==> src/rtl/codecPkg.sv <==
package codecPkg;

  typedef enum logic [1:0] {
    CODE_NONE = 2'b00,
    CODE_FULL = 2'b01,
    CODE_ODD  = 2'b10,
    CODE_EVEN = 2'b11
  } codeT;

  // strobes from the control to the datapath
  typedef struct packed {
    logic load;
    codeT mode;
  } strobeT;

endpackage

==> src/rtl/maskGen.sv <==
module maskGen #(
  parameter int WIDTH = 8
) (
  input  logic [1:0]       mode,
  output logic [WIDTH-1:0] mask
);
  import codecPkg::*;

  logic isFull, isOdd, isEven;

  assign isFull = (mode == CODE_FULL);
  assign isOdd  = (mode == CODE_ODD);
  assign isEven = (mode == CODE_EVEN);

  for (genvar i = 0; i < WIDTH; i++) begin : g_bit
    if (i % 2 == 1) begin : g_oddPos
      assign mask[i] = isFull | isOdd;
    end else begin : g_evenPos
      assign mask[i] = isFull | isEven;
    end
  end

endmodule

==> src/rtl/modeSelect.sv <==
module modeSelect #(
  parameter int WIDTH = 8
) (
  input  logic             inValid,
  input  logic [WIDTH-1:0] inWord,
  output codecPkg::strobeT ctrl
);
  import codecPkg::*;

  localparam int CNT_W = $clog2(WIDTH + 1);
  localparam logic [CNT_W-1:0] HALF_CNT = CNT_W'(WIDTH / 2);

  logic [CNT_W-1:0] totalOnes, oddOnes, evenOnes;

  always_comb begin
    oddOnes  = '0;
    evenOnes = '0;
    for (int i = 0; i < WIDTH; i++) begin
      if (i % 2 == 1) oddOnes  = oddOnes  + CNT_W'(inWord[i]);
      else            evenOnes = evenOnes + CNT_W'(inWord[i]);
    end
    totalOnes = oddOnes + evenOnes;
  end

  always_comb begin
    ctrl.load = inValid;
    if (totalOnes > HALF_CNT)       ctrl.mode = CODE_FULL;
    else if (totalOnes < HALF_CNT)  ctrl.mode = CODE_NONE;
    else if (evenOnes > oddOnes)    ctrl.mode = CODE_EVEN;
    else                            ctrl.mode = CODE_ODD;
  end

endmodule

==> src/rtl/encDatapath.sv <==
module encDatapath #(
  parameter int WIDTH = 8
) (
  input  logic             clk,
  input  logic             rst,
  input  logic [WIDTH-1:0] inWord,
  input  codecPkg::strobeT ctrl,
  output logic [WIDTH-1:0] encWord,
  output logic [1:0]       encMode
);
  logic [WIDTH-1:0] flipMask;

  maskGen #(.WIDTH(WIDTH)) uMask (
    .mode (ctrl.mode),
    .mask (flipMask)
  );

  always_ff @(posedge clk) begin
    if (rst) begin
      encWord <= '0;
      encMode <= '0;
    end else if (ctrl.load) begin
      encWord <= inWord ^ flipMask;
      encMode <= ctrl.mode;
    end
  end

endmodule

==> src/rtl/invDecoder.sv <==
module invDecoder #(
  parameter int WIDTH = 8
) (
  input  logic [WIDTH-1:0] rxWord,
  input  logic [1:0]       rxMode,
  output logic [WIDTH-1:0] rxData
);
  logic [WIDTH-1:0] undoMask;

  maskGen #(.WIDTH(WIDTH)) uMask (
    .mode (rxMode),
    .mask (undoMask)
  );

  assign rxData = rxWord ^ undoMask;

endmodule

==> src/rtl/halfInvertCodec.sv <==
module halfInvertCodec #(
  parameter int WIDTH = 8
) (
  input  logic             clk,
  input  logic             rst,
  input  logic             inValid,
  input  logic [WIDTH-1:0] inWord,
  output logic [WIDTH-1:0] encWord,
  output logic [1:0]       encMode,
  input  logic [WIDTH-1:0] rxWord,
  input  logic [1:0]       rxMode,
  output logic [WIDTH-1:0] rxData
);
  codecPkg::strobeT ctrl;

  modeSelect #(.WIDTH(WIDTH)) uCtrl (
    .inValid (inValid),
    .inWord  (inWord),
    .ctrl    (ctrl)
  );

  encDatapath #(.WIDTH(WIDTH)) uData (
    .clk     (clk),
    .rst     (rst),
    .inWord  (inWord),
    .ctrl    (ctrl),
    .encWord (encWord),
    .encMode (encMode)
  );

  invDecoder #(.WIDTH(WIDTH)) uDec (
    .rxWord (rxWord),
    .rxMode (rxMode),
    .rxData (rxData)
  );

endmodule

==> config.mk <==
export PLATFORM = sky130hd
export DESIGN_NAME = halfInvertCodec
export DESIGN_NICKNAME = d
export VERILOG_FILES = /design/src/rtl/codecPkg.sv /design/src/rtl/maskGen.sv /design/src/rtl/modeSelect.sv /design/src/rtl/encDatapath.sv /design/src/rtl/invDecoder.sv /design/src/rtl/halfInvertCodec.sv
export SDC_FILE = /design/constraint.sdc
export NUM_CORES = 1
export LEC_CHECK = 0
export ABC_AREA = 1
export CORE_AREA = 3 3 45 63
export DETAILED_ROUTE_END_ITERATION = 6
export DIE_AREA = 0 0 48 66
export PLACE_DENSITY = 0.75
export SLEW_MARGIN = 20
export SYNTH_ARGS = -nofsm -noshare
export SYNTH_HDL_FRONTEND = slang
export SYNTH_SLANG_ARGS = --single-unit
==> constraint.sdc <==
create_clock -name clk -period 4.2 [get_ports clk]
set_input_delay 0.42 -clock clk [delete_from_list [all_inputs] [get_ports clk]]
set_output_delay 0.42 -clock clk [all_outputs]
set_load 0.01 [all_outputs]
==> results_dict.tcl <==
set metrics [dict create \
    worst_path_max_delay_cell "fa_1" \
    reg2reg_to "uData.encWord[6]" \
    synth_area_leaders "dfxtp_1, ha_1, xnor2_1, inv_1, nor2_1" \
    critPathCaptureType "flop" \
    ys_ff_latch 10 \
    die_area_um2 3170 \
    power.switching_uw 204 \
    leakage_nw 0.688 \
    power_density_nw_per_um2 392 \
    initial_core_util_pct 40.0 \
    cts_num_sinks 10 \
    tightest_slew_ps 455 \
    post_cts_buffers 0 \
    yosysTopAreaCellShare_pct 21.2 \
    grt_setup_unrepaired "false" \
    netlist_area_um2 946 \
    syn_area_per_cell_um2 7.57 \
    wl_mm 2.00 \
    max_freq_mhz 280 \
    cap_violations 0 \
    holdBufCountCts 0 \
    setup.worst_path.end "uData.encWord[6]" \
    max-slew-margin-rel_pct 69.6 \
    fin_tns_setup_ps 0 \
    place.port_buffers 38 \
    cts_tree "yes" \
    routabilityCongestion 0.884 \
    grt_usage_pct 13.9 \
    synth_xor_area_share_pct 14.8 \
    syn_nets 163 \
    post_drt_wl_per_cell_um 10.8 \
    grt_pass1_vias 828 \
    clk_path_buf_depth 2 \
    critPathLaunch "inWord[0]" \
    synth_top_family_by_area "adder cells" \
    r2r-start "uData.encWord[6]" \
    avgViaCountPerCell 4.68 \
    cts_buffers 3 \
    ff_latch_area_um2 200 \
    stdcell_count 185 \
    setup_violations 0 \
    worstPathMaxFanout 4 \
    syn_inst 125 \
    hold_violations 0 \
    multi_input_area_um2 619 \
    yosys_warnings 0 \
    synth_common_cells "inv_1, nor2_1, ha_1, xnor2_1, dfxtp_1" \
    clkTransAtPathRegs_ps 60 \
    reg2reg_depth 4 \
    yosysMostFrequentCell "inv_1" \
    synth_edf_count 0 \
    area_delta_synth_final_pct 43.8 \
    p_int_uw 330 \
    worst_setup_path_start_kind "primary input" \
    synth_simple_gate_area_share_pct 15.9 \
    cp.required_ps 4360 \
    crit_arrival_ps 3730 \
    dieHeight_um 66 \
    overflow 0 \
    critPathMaxStageDelay_ps 500 \
    synth_fa_ha_area_share_pct 24.9 \
    finClkSkew_ps 0 \
    sw_frac_of_total_pct 38.2 \
    htree_levels 1 \
    final.min_clock_period_ps 3580 \
    antenna_found_initial 0 \
    dp.cells 182 \
    nets 202 \
    critPathKind "in2reg" \
    peakVddDrop_mv 0.141 \
    seqPwrFrac_pct 24.0 \
    drtIter0Drc 6 \
    worstHoldPathType "reg2reg" \
    antenna_left 0 \
    status "complete, no violations" \
    fillCellCount 235 \
    dpl.hpwl_mm 1.80 \
    synth_ff_type "dfxtp_1" \
    utilization_pct 57.5 \
    fp.coreArea_um2 2360 \
    post_route_cells_drive_above_1_share_pct 6.79 \
    rows 21 \
    ys_seq_area_share_pct 21.2 \
    r2r_slack_ps 3520 \
    grt_max_degree 14 \
    clock_latency_ps 260 \
    synthMuxAreaShare_pct 0 \
    firstDrtPassIters 4 \
    synth_cell_types 20 \
    drc 0 \
    clock-root-buffer "clkbuf_4" \
    synthArstFlopShare_pct 0 \
    period_share_pct 85.1 \
    comb_power_share_pct 64.5 \
    synth_top_cell_by_area "dfxtp_1" \
    die_w_um 48 \
    via_count 865 \
    n_antenna_cell 0 \
    slew_violations 0 \
    clock_power_share_pct 11.6 \
    cp_cell_sequence "clkdlybuf4s50_1 > ha_1 > inv_1 > fa_1 > inv_1 > ha_1 > fa_1 > or2_2 > a21oi_4 > nand2_2 > ha_1 > nor2_2 > xor2_1 > o21ai_0 > inv_1" \
    cts_resized 0 \
    io_pins 39 \
    grt_pass1_wl_mm 3.12 \
    synth_compound_area_share_pct 9.92 \
]
final cells by class:
| type | instances | share of cell area [%] |
|---|---|---|
| clock buffer | 3 | 1.66 |
| inverter | 29 | 8.00 |
| multi-input combinational | 82 | 45.5 |
| sequential | 10 | 14.7 |
| tap | 23 | 2.12 |
| timing repair buffer | 38 | 28.0 |
critical path, delay by kind of cell:
family / cells / cell delay (ps)
buf+inv: 4 / 580
xor+xnor: 1 / 110
fa+ha+maj: 5 / 1630
compound gates: 2 / 330
simple gates: 3 / 660
registers in the layout, summed over array words and instances, names as in the netlist:
signal         flops
uData.encWord      8
uData.encMode      2
kinds of logic after synthesis:
| logic type | count (synthesis) |
|---|---|
| and+or+nand+nor | 36 |
| adders and majority gates | 17 |
| buffers and inverters | 33 |
| AOI/OAI and AO/OA | 13 |
| DFF | 10 |
| xor gates and xnor gates | 16 |
layout by cell type (no fill, tap or decap), drive strengths merged:
cell,netlist,final
clkdlybuf4s50,0,38
inv,29,29
nor2,21,21
xnor2,14,14
ha,14,14
dfxtp,10,10
nand2,10,10
o21ai,9,9
nand3,4,4
fa,3,3
clkbuf,2,3
a21oi,3,3
xor2,2,2
or2,1,1
o21bai,1,1
metrics by stage:
stage          hold slack [ps]  total power [mW]  setup WS (ps)  instance area, µm²
2_1_floorplan              548             0.362            941                 946
3_3_place_gp               504             0.469            381                1340
3_5_place_dp               511             0.479            310                1340
4_1_cts                    525             0.542            590                1360
5_1_grt                    541             0.586            447                1360
6_report                   523             0.534            624                1360
power groups by stage:
stage / Sequential [mW] / Combinational [mW] / Clock, mW
floorplan: 0.140 / 0.223 / 0
global placement: 0.129 / 0.340 / 0
detailed placement: 0.130 / 0.349 / 0
CTS: 0.128 / 0.350 / 0.0637
global route: 0.130 / 0.385 / 0.0705
finish: 0.128 / 0.344 / 0.0616
worst min-delay path by stage:
| stage | startpoint | end | slack, ps | cells past startpoint |
|---|---|---|---|---|
| after global routing | uData.encMode[1] | uData.encMode[1] | 540 | 2 |
| after floorplan | uData.encMode[1] | uData.encMode[1] | 550 | 2 |
| after CTS | uData.encMode[1] | uData.encMode[1] | 530 | 2 |
| final | uData.encMode[1] | uData.encMode[1] | 520 | 2 |
| after detailed placement | uData.encMode[1] | uData.encMode[1] | 510 | 2 |
| after global placement | uData.encMode[1] | uData.encMode[1] | 500 | 2 |
metal layers:
layer | vias to the layer above | share of wire [%] | track usage, %
li1 | 447 | - | -
met1 | 382 | 34 | 11.3
met2 | 31 | 57 | 27.3
met3 | 5 | 6.3 | 1.91
met4 | 0 | 2.8 | 9.09
met5 | - | 0 | 0
(Power assumes the default switching activity.)
